==> src/rtl/mcs_pkg.sv <==
package mcs_pkg;

  typedef enum logic [1:0] {
    MODE_DATA   = 2'd0,
    MODE_DESKEW = 2'd1,
    MODE_SYNC   = 2'd2,
    MODE_CUSTOM = 2'd3
  } out_mode_e;

  // bit k set for every even slot k < n
  function automatic logic [63:0] even_slots(input int n);
    logic [63:0] r;
    r = '0;
    for (int k = 0; k < 64; k++) begin
      if (k < n) r[k] = (k % 2 == 0);
    end
    return r;
  endfunction

  // bit k set for the second half of n slots
  function automatic logic [63:0] upper_half(input int n);
    logic [63:0] r;
    r = '0;
    for (int k = 0; k < 64; k++) begin
      if (k < n) r[k] = (k >= n / 2);
    end
    return r;
  endfunction

  // bit k set for the first half of n slots
  function automatic logic [63:0] lower_half(input int n);
    logic [63:0] r;
    r = '0;
    for (int k = 0; k < 64; k++) begin
      if (k < n) r[k] = (k < n / 2);
    end
    return r;
  endfunction

endpackage

==> src/rtl/mcs_slot_timer.sv <==
module mcs_slot_timer #(
  parameter int SLOTS = 12,
  parameter int SW    = $clog2(SLOTS)
) (
  input  logic          clk,
  input  logic          rst,
  input  logic          bit_en,
  output logic [SW-1:0] slot,
  output logic          frame_go
);

  localparam logic [SW-1:0] LAST = SW'(SLOTS - 1);

  logic [SW-1:0] slot_q;

  always_ff @(posedge clk) begin
    if (rst) begin
      slot_q <= '0;
    end else if (bit_en) begin
      slot_q <= (slot_q == LAST) ? '0 : slot_q + 1'b1;
    end
  end

  assign slot     = slot_q;
  assign frame_go = bit_en && (slot_q == '0);

  // slot index stays inside the frame
  p_slot_range_r2: assert property (@(posedge clk) disable iff (rst)
    slot_q <= LAST);

  // no strobe, no advance
  p_slot_hold_r2: assert property (@(posedge clk) disable iff (rst)
    !bit_en |=> $stable(slot_q));

endmodule

==> src/rtl/mcs_word_former.sv <==
module mcs_word_former
  import mcs_pkg::*;
#(
  parameter int DW    = 10,
  parameter int PAD   = 2,
  parameter int SLOTS = DW + PAD
) (
  input  logic [1:0]       mode,
  input  logic             msb_first,
  input  logic [DW-1:0]    sample,
  input  logic [DW-1:0]    custom,
  input  logic             pd,
  output logic [SLOTS-1:0] word
);

  localparam logic [SLOTS-1:0] DESKEW_W = even_slots(SLOTS)[SLOTS-1:0];
  localparam logic [SLOTS-1:0] SYNC_W   = upper_half(SLOTS)[SLOTS-1:0];

  out_mode_e        mode_e;
  logic [DW-1:0]    payload;
  logic [SLOTS-1:0] data_w;
  logic [SLOTS-1:0] pat_w;

  assign mode_e = out_mode_e'(mode);

  always_comb begin
    payload = (mode_e == MODE_CUSTOM) ? custom : sample;
    data_w  = '0;
    for (int i = 0; i < DW; i++) begin
      data_w[PAD + i] = msb_first ? payload[DW-1-i] : payload[i];
    end
    pat_w = (mode_e == MODE_DESKEW) ? DESKEW_W : SYNC_W;
    word  = '0;
    if (!pd) begin
      if (mode_e == MODE_DATA || mode_e == MODE_CUSTOM) begin
        word = data_w;
      end else begin
        for (int k = 0; k < SLOTS; k++) begin
          word[k] = msb_first ? pat_w[SLOTS-1-k] : pat_w[k];
        end
      end
    end
  end

endmodule

==> src/rtl/mcs_lane.sv <==
module mcs_lane #(
  parameter int SLOTS = 12
) (
  input  logic             clk,
  input  logic             rst,
  input  logic             bit_en,
  input  logic             load,
  input  logic [SLOTS-1:0] word,
  output logic             ser
);

  logic [SLOTS-2:0] rest_q;

  always_ff @(posedge clk) begin
    if (rst) begin
      ser    <= 1'b0;
      rest_q <= '0;
    end else if (load) begin
      ser    <= word[0];
      rest_q <= word[SLOTS-1:1];
    end else if (bit_en) begin
      ser    <= rest_q[0];
      rest_q <= {1'b0, rest_q[SLOTS-2:1]};
    end
  end

  // a lane only moves on a slot strobe
  p_lane_hold_r2: assert property (@(posedge clk) disable iff (rst)
    !bit_en |=> $stable(ser));

endmodule

==> src/rtl/mcs_serializer.sv <==
module mcs_serializer
  import mcs_pkg::*;
#(
  parameter int NCH = 8,
  parameter int DW  = 10,
  parameter int PAD = 2
) (
  input  logic              clk,
  input  logic              rst,
  input  logic              bit_en,
  input  logic [NCH*DW-1:0] sample_bus,
  input  logic [1:0]        mode_sel,
  input  logic              msb_first,
  input  logic [DW-1:0]     custom_word,
  input  logic [NCH-1:0]    chan_pd,
  output logic [NCH-1:0]    ser_out,
  output logic              frame_clk,
  output logic              bit_clk
);

  localparam int SLOTS = DW + PAD;
  localparam int SW    = $clog2(SLOTS);
  localparam logic [SLOTS-1:0] FCLK_W = lower_half(SLOTS)[SLOTS-1:0];
  localparam logic [SLOTS-1:0] BCLK_W = even_slots(SLOTS)[SLOTS-1:0];

  logic [SW-1:0] slot_q;
  logic          frame_go;

  mcs_slot_timer #(.SLOTS(SLOTS), .SW(SW)) timer_i (
    .clk      (clk),
    .rst      (rst),
    .bit_en   (bit_en),
    .slot     (slot_q),
    .frame_go (frame_go)
  );

  genvar c;
  generate
    for (c = 0; c < NCH; c++) begin : g_chan
      logic [SLOTS-1:0] word;

      mcs_word_former #(.DW(DW), .PAD(PAD), .SLOTS(SLOTS)) form_i (
        .mode      (mode_sel),
        .msb_first (msb_first),
        .sample    (sample_bus[c*DW +: DW]),
        .custom    (custom_word),
        .pd        (chan_pd[c]),
        .word      (word)
      );

      mcs_lane #(.SLOTS(SLOTS)) lane_i (
        .clk    (clk),
        .rst    (rst),
        .bit_en (bit_en),
        .load   (frame_go),
        .word   (word),
        .ser    (ser_out[c])
      );

      // word-carrying modes start each frame with a pad zero
      p_pad_zero_r3: assert property (@(posedge clk) disable iff (rst)
        frame_go && (mode_sel == MODE_DATA || mode_sel == MODE_CUSTOM) |=> !ser_out[c]);

      // a channel powered down at the frame start emits zero
      p_pd_zero_r10: assert property (@(posedge clk) disable iff (rst)
        frame_go && chan_pd[c] |=> !ser_out[c]);
    end
  endgenerate

  mcs_lane #(.SLOTS(SLOTS)) fclk_lane_i (
    .clk    (clk),
    .rst    (rst),
    .bit_en (bit_en),
    .load   (frame_go),
    .word   (FCLK_W),
    .ser    (frame_clk)
  );

  mcs_lane #(.SLOTS(SLOTS)) bclk_lane_i (
    .clk    (clk),
    .rst    (rst),
    .bit_en (bit_en),
    .load   (frame_go),
    .word   (BCLK_W),
    .ser    (bit_clk)
  );

  // frame clock rises only as slot 0 is emitted
  p_frame_rise_r5: assert property (@(posedge clk) disable iff (rst)
    $rose(frame_clk) |-> slot_q == SW'(1));

  // frame clock low from the middle slot on
  p_frame_low_r5: assert property (@(posedge clk) disable iff (rst)
    bit_en && slot_q == SW'(SLOTS / 2) |=> !frame_clk);

  // bit clock changes on every slot
  p_bitclk_toggle_r6: assert property (@(posedge clk) disable iff (rst)
    bit_en |=> bit_clk != $past(bit_clk));

endmodule

==> config.mk <==
export PLATFORM = sky130hd
export DESIGN_NAME = mcs_serializer
export DESIGN_NICKNAME = d
export VERILOG_FILES = /design/src/rtl/mcs_pkg.sv /design/src/rtl/mcs_slot_timer.sv /design/src/rtl/mcs_word_former.sv /design/src/rtl/mcs_lane.sv /design/src/rtl/mcs_serializer.sv
export SDC_FILE = /design/constraint.sdc
export NUM_CORES = 1
export LEC_CHECK = 0
export BUFFER_PORTS_ARGS = -buffer_cell sky130_fd_sc_hd__buf_2
export CAP_MARGIN = 10
export CORE_AREA = 3 3 142 131
export CTS_CLUSTER_DIAMETER = 60
export DETAILED_ROUTE_END_ITERATION = 10
export DIE_AREA = 0 0 145 134
export PLACE_DENSITY = 0.6
export SLEW_MARGIN = 10
export SYNTH_ARGS = -nofsm -noshare
export SYNTH_HDL_FRONTEND = slang
export SYNTH_SLANG_ARGS = --single-unit
export TNS_END_PERCENT = 1
==> constraint.sdc <==
create_clock -name clk -period 2.56 [get_ports clk]
set_clock_uncertainty 0.1 [all_clocks]
set_input_delay 0.512 -clock clk [delete_from_list [all_inputs] [get_ports clk]]
set_output_delay 0.512 -clock clk [all_outputs]
set_load 0.05 [all_outputs]
==> metrics.txt, run 1 <==
# TYPE chip_impl_metric gauge
chip_impl_info{name="outcome",value="complete, no violations"} 1
chip_impl_info{name="clock_tree.root_cell",value="clkbuf_16"} 1
chip_impl_metric{name="hold_violations",unit=""} 0
chip_impl_metric{name="critPathRequiredTime",unit="ns"} 2.75
chip_impl_info{name="unrepaired_setup_endpoints_after_global_routing",value="no"} 1
chip_impl_metric{name="regArea",unit="µm²"} 2320
chip_impl_metric{name="dpl.hpwl",unit="µm"} 14400
chip_impl_info{name="worst_path_max_delay_cell",value="nor2b_1"} 1
chip_impl_metric{name="detail_route.iter0.violations",unit=""} 541
chip_impl_metric{name="antenna_left",unit=""} 0
chip_impl_metric{name="critPathMaxFanout",unit=""} 8
chip_impl_metric{name="switching_share",unit="%"} 29.0
chip_impl_metric{name="gpl.final_weighted_congestion",unit=""} 0.844
chip_impl_metric{name="ys_seq_elements",unit=""} 116
chip_impl_metric{name="setup_tns_final",unit="ns"} 0
chip_impl_metric{name="cts_num_sinks",unit=""} 116
chip_impl_metric{name="max_cap_violations",unit=""} 0
chip_impl_metric{name="yosysUniqueCellTypes",unit=""} 39
chip_impl_metric{name="syn-num-nets",unit=""} 986
chip_impl_metric{name="timing.final.crit_share",unit="%"} 82.0
chip_impl_metric{name="number_of_synthesized_flops_with_an_enable_pin",unit=""} 0
chip_impl_metric{name="rows",unit=""} 46
chip_impl_metric{name="placement.io_buffers",unit=""} 113
chip_impl_info{name="synth_top_area_cell",value="dfxtp_1"} 1
chip_impl_metric{name="htree_levels",unit=""} 4
chip_impl_metric{name="yosys_warnings",unit=""} 0
chip_impl_metric{name="vias",unit=""} 6701
chip_impl_metric{name="clock_slew_seen_by_the_registers_of_the_worst_setup_and_hold_paths",unit="ns"} 0.06
chip_impl_info{name="synth.top_cells.by_count",value="nor2_1, dfxtp_1, nand2_1"} 1
chip_impl_metric{name="post_cts_hold_buffer_count",unit=""} 0
chip_impl_metric{name="critical_path.n_buffers_inverters",unit=""} 2
chip_impl_metric{name="firstDrtPassIters",unit=""} 5
chip_impl_metric{name="clock_period_minus_final_worst_setup_slack",unit="ns"} 2.10
chip_impl_metric{name="initial_utilization",unit="%"} 39.5
chip_impl_info{name="timing.critical_path.max_delay_family",value="simple AND/OR/NAND/NOR gates"} 1
chip_impl_metric{name="syn_area",unit="µm²"} 6840
chip_impl_info{name="hold_path.class",value="in -> reg"} 1
chip_impl_metric{name="setup_violations",unit=""} 0
chip_impl_metric{name="post_synthesis_async_set_or_reset_flop_share",unit="%"} 0
chip_impl_metric{name="grt_start_max_net_pins",unit=""} 131
chip_impl_metric{name="final_critical_path_setup_slack",unit="ns"} 0.461
chip_impl_metric{name="drv_slew",unit=""} 0
chip_impl_metric{name="fillerInstances",unit=""} 1732
chip_impl_metric{name="global_route_wire_length_before_repair",unit="µm"} 34000
chip_impl_metric{name="internal-power",unit="mW"} 3.90
chip_impl_metric{name="fp.dieArea",unit="µm²"} 19400
chip_impl_info{name="synth.top_cells.by_area",value="dfxtp_1, mux2i_1, nor2_1"} 1
chip_impl_metric{name="cts_repair_resize_count",unit=""} 0
chip_impl_metric{name="postCtsSetupBuffers",unit=""} 0
chip_impl_metric{name="synth.top_cell.area_share",unit="%"} 34.0
chip_impl_info{name="crit_chain",value="buf_2 > inv_1 > ha_1 > nor2b_1 > nor3_1 > o21ai_0 > a31oi_1"} 1
chip_impl_metric{name="final_net_count",unit=""} 1055
chip_impl_metric{name="drive_above_1_share",unit="%"} 19.1
chip_impl_metric{name="antenna-diode-count",unit=""} 0
chip_impl_metric{name="postSynthAreaPerCell",unit="µm²"} 7.79
chip_impl_metric{name="groute.usage.overall",unit="%"} 22.0
chip_impl_info{name="ys_flop_type",value="dfxtp_1"} 1
chip_impl_metric{name="die_h",unit="µm"} 134
chip_impl_info{name="most_repeated_cell_in_the_gate_level_netlist_after_synthesis",value="nor2_1"} 1
chip_impl_metric{name="max_slew_margin",unit="%"} 26.9
chip_impl_metric{name="core-area",unit="µm²"} 17300
chip_impl_metric{name="postRouteWirelength",unit="µm"} 21400
chip_impl_metric{name="synth_sequential_area_ratio",unit="%"} 34.0
chip_impl_metric{name="clock_path_buffers",unit=""} 2
chip_impl_metric{name="power.ir.vdd_worst",unit="µV"} 439
chip_impl_metric{name="ff2ff_setup_slack",unit="ns"} 0.54
chip_impl_info{name="worstSetupEndpointType",value="flop"} 1
chip_impl_metric{name="clock_insertion_delay_worst_skew",unit="ns"} 0.42
chip_impl_metric{name="number_of_global_route_vias_before_repair",unit=""} 6362
chip_impl_metric{name="postLayoutCoreUtil",unit="%"} 47.3
chip_impl_metric{name="area.growth.synth_to_final",unit="%"} 19.8
chip_impl_metric{name="clock.fmax",unit="MHz"} 476
chip_impl_metric{name="clkPwrFrac",unit="%"} 44.2
chip_impl_metric{name="grt_antenna_before_repair",unit=""} 0
chip_impl_metric{name="tightestPinTransition",unit="ns"} 1.09
chip_impl_metric{name="drt-vias-per-instance",unit=""} 5.59
chip_impl_metric{name="synthesis.instances",unit=""} 878
chip_impl_metric{name="power_switching",unit="mW"} 1.59
chip_impl_info{name="timing_worst_setup_path_type",value="in -> reg"} 1
chip_impl_metric{name="drc",unit=""} 0
chip_impl_metric{name="numCtsBuffers",unit=""} 17
chip_impl_metric{name="final_cell_area",unit="µm²"} 8190
chip_impl_info{name="worstSetupStartpointType",value="input port"} 1
chip_impl_metric{name="multi_input_combinational_cell_area",unit="µm²"} 4070
chip_impl_metric{name="gr-total-overflow",unit=""} 0
chip_impl_metric{name="p_leak",unit="nW"} 3.21
chip_impl_info{name="clock_tree_from_tritoncts",value="done"} 1
chip_impl_metric{name="seq_power_share",unit="%"} 36.2
chip_impl_metric{name="worst_path_largest_cell_delay",unit="ns"} 0.85
chip_impl_metric{name="postPlaceCellArea",unit="µm²"} 7580
chip_impl_metric{name="critPathArrivalTime",unit="ns"} 2.29
chip_impl_metric{name="routed_wire_length_per_instance",unit="µm"} 17.8
chip_impl_metric{name="power.combinational.fraction",unit="%"} 19.6
chip_impl_metric{name="ioPinCount",unit=""} 114
chip_impl_metric{name="power.density",unit="nW/µm²"} 671
chip_impl_metric{name="post_place_setup_slack",unit="ns"} 0.0707
chip_impl_metric{name="die_width",unit="µm"} 145
## cell type report
class / count / share of cell area, %
Multi-Input combinational cell: 666 / 49.7
Tap cell: 240 / 3.67
Timing Repair Buffer: 140 / 10.6
Clock inverter: 8 / 1.19
Inverter: 6 / 0.275
Sequential cell: 116 / 28.4
Clock buffer: 23 / 6.20
## power groups by stage
stage	Clock (mW)	Combinational, mW	Sequential, mW
after floorplan	0	0.698	2.02
after global placement	0	1.06	2.02
after detailed placement	0	1.06	2.03
after CTS	2.45	1.06	1.99
after global routing	2.55	1.18	2.00
final	2.43	1.07	1.99
## per-layer routing
metal	global-route usage [%]	wire (µm)
met5	0	0
met1	30.5	9940
met2	33.1	9180
met3	5.78	1560
met4	8.07	679
## registers in the layout, indices dropped and copies added, names as in the netlist
signal,cells
fclk_lane_i.rest_q,4
fclk_lane_i.ser,1
bclk_lane_i.ser,1
bclk_lane_i.rest_q,10
g_chan.lane_i.ser,8
timer_i.slot,4
g_chan.lane_i.rest_q,88
## through the flow
stage	hold WS [ns]	total power, mW	instances
floorplan	0.325	2.72	878
global placement	0.345	3.08	1168
detailed placement	0.358	3.09	1168
CTS	0.334	5.50	1199
global route	0.344	5.73	1199
finish	0.348	5.49	1199
## path summary, 6_finish.rpt
| path | from | endpoint | cells past startpoint |
|---|---|---|---|
| hold reg to reg | g_chan[7].lane_i.rest_q[8] | g_chan[7].lane_i.rest_q[7] | 2 |
| setup / recovery | mode_sel[1] | g_chan[0].lane_i.rest_q[9] | 7 |
| hold / removal | bit_en | g_chan[7].lane_i.rest_q[7] | 2 |
| setup reg to reg | timer_i.slot[0] | g_chan[3].lane_i.rest_q[1] | 7 |
## kinds of logic after synthesis
| family | synth area share (%) |
|---|---|
| AOI/OAI and AO/OA | 25.9 |
| xor gates and xnor gates | 0.128 |
| adders and majority gates | 0.732 |
| buffers and inverters | 6.75 |
| DFF | 34.0 |
| muxes | 9.97 |
| and+or+nand+nor | 22.6 |
## layout by cell type (no fill, tap or decap), drive strengths merged, types with 2 or more instances in the layout
cell type and count:
buf 140, nor2 121, dfxtp 116, nand2 96
mux2i 67, o21ai 54, o21bai 40, a31oi 40
nand3 38, a311oi 32, nor3 32, nand2b 27
clkbuf 23, nor2b 21, o2111ai 20, a211oi 18
a21oi 15, a22oi 14, o311a 8, inv 6
a32o 6, ha 4, o21a 3, clkinvlp 3
clkinv 3, o31ai 2, bufinv 2
## worst reg2reg max path, delay by kind of cell, from the launching register on
kind,cells,cell delay (ns)
fa+ha+maj,1,0.17
buf+inv,2,0.30
flops,1,0.34
compound gates,2,0.54
simple gates,2,0.49
Power figures use the tool's default switching activity.
==> run 2, diff against run 1 <==
- PLACE_DENSITY: 0.6 -> 0.62
- clock period: 2.56 -> 1.9 ns (I/O delays scaled with it)
==> run 2 against run 1 <==
The run now ends with setup timing left; largest power group unchanged; sequential share of layout area shrank 2.3 points; sequential cell count is the same; wire length grew 5.3%; cell area grew 9.0%; critical path depth grew 1; register-to-register slack lost 0.58 ns; core utilization grew 4.3 points; largest cell class unchanged; die area is the same; count of clock-buffer cells in the layout shrank 1.
==> metrics.txt, run 2 (synthesis results as in run 1) <==
# TYPE chip_impl_metric gauge
chip_impl_metric{name="worst_path_largest_cell_delay",unit="ns"} 0.31
chip_impl_metric{name="clock_path_buffers",unit=""} 2
chip_impl_metric{name="fp.dieArea",unit="µm²"} 19400
chip_impl_metric{name="detail_route.iter0.violations",unit=""} 551
chip_impl_metric{name="timing.final.crit_share",unit="%"} 102
chip_impl_metric{name="grt_antenna_before_repair",unit=""} 0
chip_impl_metric{name="die_h",unit="µm"} 134
chip_impl_metric{name="drive_above_1_share",unit="%"} 25.8
chip_impl_info{name="clock_tree.root_cell",value="clkbuf_16"} 1
chip_impl_metric{name="routed-wl-met3",unit="µm"} 1460
chip_impl_info{name="worstSetupEndpointType",value="flop"} 1
chip_impl_metric{name="power.ir.vdd_worst",unit="µV"} 559
chip_impl_info{name="reg.largest.list",value="g_chan.lane_i.rest_q x88, bclk_lane_i.rest_q x10, g_chan.lane_i.ser x8"} 1
chip_impl_metric{name="max_slew_margin",unit="%"} 53.9
chip_impl_metric{name="placement.io_buffers",unit=""} 113
chip_impl_metric{name="clock_period_minus_final_worst_setup_slack",unit="ns"} 1.94
chip_impl_info{name="critical_path_startpoint",value="timer_i.slot[0]"} 1
chip_impl_info{name="worst_path_max_delay_cell",value="dfxtp_1"} 1
chip_impl_metric{name="clock_insertion_delay_worst_skew",unit="ns"} 0.42
chip_impl_metric{name="area.growth.synth_to_final",unit="%"} 30.6
chip_impl_info{name="timing_worst_setup_path_type",value="reg -> reg"} 1
chip_impl_info{name="final_cell_mix",value="dfxtp_1, nor2_1, buf_2"} 1
chip_impl_metric{name="drc",unit=""} 0
chip_impl_metric{name="routed-wl-met2",unit="µm"} 9940
chip_impl_metric{name="ioPinCount",unit=""} 114
chip_impl_info{name="clock_tree_from_tritoncts",value="done"} 1
chip_impl_metric{name="number_of_global_route_vias_before_repair",unit=""} 6401
chip_impl_metric{name="htree_levels",unit=""} 4
chip_impl_metric{name="setup_violations",unit=""} 2
chip_impl_metric{name="numCtsBuffers",unit=""} 17
chip_impl_metric{name="clock_slew_seen_by_the_registers_of_the_worst_setup_and_hold_paths",unit="ns"} 0.06
chip_impl_metric{name="drt-vias-per-instance",unit=""} 5.60
chip_impl_info{name="largest-register",value="g_chan.lane_i.rest_q"} 1
chip_impl_metric{name="clock.fmax",unit="MHz"} 515
chip_impl_info{name="outcome",value="finished with violations"} 1
chip_impl_metric{name="post_cts_hold_buffer_count",unit=""} 0
chip_impl_info{name="crit-reg2reg-capture",value="g_chan[0].lane_i.rest_q[1]"} 1
chip_impl_metric{name="groute.usage.overall",unit="%"} 22.2
chip_impl_metric{name="core-area",unit="µm²"} 17300
chip_impl_metric{name="ff2ff_setup_slack",unit="ns"} -0.04
chip_impl_info{name="final_common_cell",value="dfxtp_1"} 1
chip_impl_metric{name="worst-r2r-cell-count",unit=""} 8
chip_impl_info{name="worst_r2r_startpoint",value="timer_i.slot[0]"} 1
chip_impl_metric{name="routed_wire_length_per_instance",unit="µm"} 18.0
chip_impl_metric{name="initial_utilization",unit="%"} 39.5
chip_impl_metric{name="p_leak",unit="nW"} 3.53
chip_impl_metric{name="firstDrtPassIters",unit=""} 6
chip_impl_metric{name="final_net_count",unit=""} 1104
chip_impl_metric{name="drv_slew",unit=""} 0
chip_impl_metric{name="fin_hold_ws",unit="ns"} 0.180
chip_impl_info{name="unrepaired_setup_endpoints_after_global_routing",value="yes"} 1
chip_impl_metric{name="die_width",unit="µm"} 145
chip_impl_metric{name="antenna-diode-count",unit=""} 0
chip_impl_metric{name="setup_tns_final",unit="ns"} -0.0594
chip_impl_metric{name="postRouteWirelength",unit="µm"} 22500
chip_impl_metric{name="wirelength_met1",unit="µm"} 10600
chip_impl_metric{name="cts_num_sinks",unit=""} 116
chip_impl_metric{name="critPathMaxFanout",unit=""} 6
chip_impl_metric{name="antenna_left",unit=""} 0
chip_impl_metric{name="gpl.final_weighted_congestion",unit=""} 0.938
chip_impl_info{name="crit_chain",value="inv_2 > ha_4 > buf_4 > nand4bb_4 > clkbuf_16 > nor2_4 > o2111ai_1 > a311oi_1"} 1
chip_impl_info{name="hold_path.class",value="in -> reg"} 1
chip_impl_metric{name="gr-total-overflow",unit=""} 0
chip_impl_metric{name="critPathArrivalTime",unit="ns"} 2.18
chip_impl_metric{name="max_cap_violations",unit=""} 0
chip_impl_metric{name="global_route_wire_length_before_repair",unit="µm"} 34500
chip_impl_metric{name="rows",unit=""} 46
chip_impl_info{name="critical_path.endpoint",value="g_chan[0].lane_i.rest_q[1]"} 1
chip_impl_info{name="failed_checks",value="setup timing"} 1
chip_impl_metric{name="dpl.hpwl",unit="µm"} 15200
chip_impl_metric{name="largest_reg_flops",unit=""} 88
chip_impl_metric{name="grt_start_max_net_pins",unit=""} 95
chip_impl_info{name="topRoutingLayerUsed",value="met4"} 1
chip_impl_metric{name="vias",unit=""} 6994
chip_impl_metric{name="hold_violations",unit=""} 0
chip_impl_metric{name="power.density",unit="nW/µm²"} 872
chip_impl_metric{name="final_critical_path_setup_slack",unit="ns"} -0.0426
chip_impl_info{name="worstSetupStartpointType",value="flop"} 1
chip_impl_metric{name="critPathRequiredTime",unit="ns"} 2.13
chip_impl_metric{name="tightestPinTransition",unit="ns"} 0.689
run 2: cell types whose count changed in the layout (fill, tap and decap cells not counted), moves of 6 or more:
cell / previous run / this run
nor2_4: 0 / 7
nor2_1: 118 / 112
nor3_2: 5 / 18
nor3_1: 27 / 14
buf_12: 7 / 16
buf_4: 22 / 58
run 2: layer usage:
layer	track usage, %	vias up
met5	0	-
met4	8.71	0
met3	4.16	40
met2	33.9	268
met1	31.2	3268
li1	-	3418
run 2: power by group:
group	switching [mW]	internal (mW)
logic	0.998	0.705
registers	0.0844	2.60
clock network	1.15	2.25
total	2.24	5.55
run 2: what timing repair did:
item | 4_1_cts | 5_1_grt
setup buffers | 0 | 1
resized for setup | 12 | 30
setup endpoints to repair | 47 | 51
pin swaps | 1 | 6
gates cloned | 1 | 2
run 2: layout make-up:
class	count	area [µm²]
Clock buffer	22	464
Inverter	6	22.5
Tap cell	240	300
Timing Repair Buffer	188	1380
Clock inverter	9	153
Fill cell	1643	8400
Multi-Input combinational cell	667	4290
Sequential cell	116	2320
run 2: how the worst min path moves through the flow:
stage,slack [ns],cells after the start,end,start
6_report,0.18,2,g_chan[3].lane_i.rest_q[3],rst
5_1_grt,0.18,2,g_chan[3].lane_i.rest_q[3],rst
4_1_cts,0.17,2,g_chan[3].lane_i.rest_q[8],rst
3_5_place_dp,0.36,2,g_chan[2].lane_i.rest_q[2],g_chan[2].lane_i.rest_q[3]
3_3_place_gp,0.35,2,g_chan[1].lane_i.rest_q[10],g_chan[1].lane_i.rest_q[10]
2_1_floorplan,0.32,2,g_chan[1].lane_i.rest_q[10],g_chan[1].lane_i.rest_q[10]
run 2: worst max-delay path: cells and delay by family, from the launching register on:
family,cells,cell delay (ns)
DFF,1,0.31
AOI/OAI and AO/OA,2,0.49
adders and majority gates,1,0.15
buffers and inverters,3,0.43
and+or+nand+nor,2,0.36
run 2: per-stage QoR:
step | utilization, % | area, µm² | power (mW) | instances | setup slack (ns)
after detailed placement | 46.4 | 8040 | 4.30 | 1213 | -0.332
after floorplan | - | 6840 | 3.66 | 878 | 0.00447
final | 51.5 | 8930 | 7.79 | 1248 | -0.0426
after global placement | 46.4 | 8040 | 4.28 | 1213 | -0.281
after CTS | 50.3 | 8720 | 7.71 | 1245 | 0.000876
after global routing | 51.5 | 8930 | 8.07 | 1248 | -0.0942
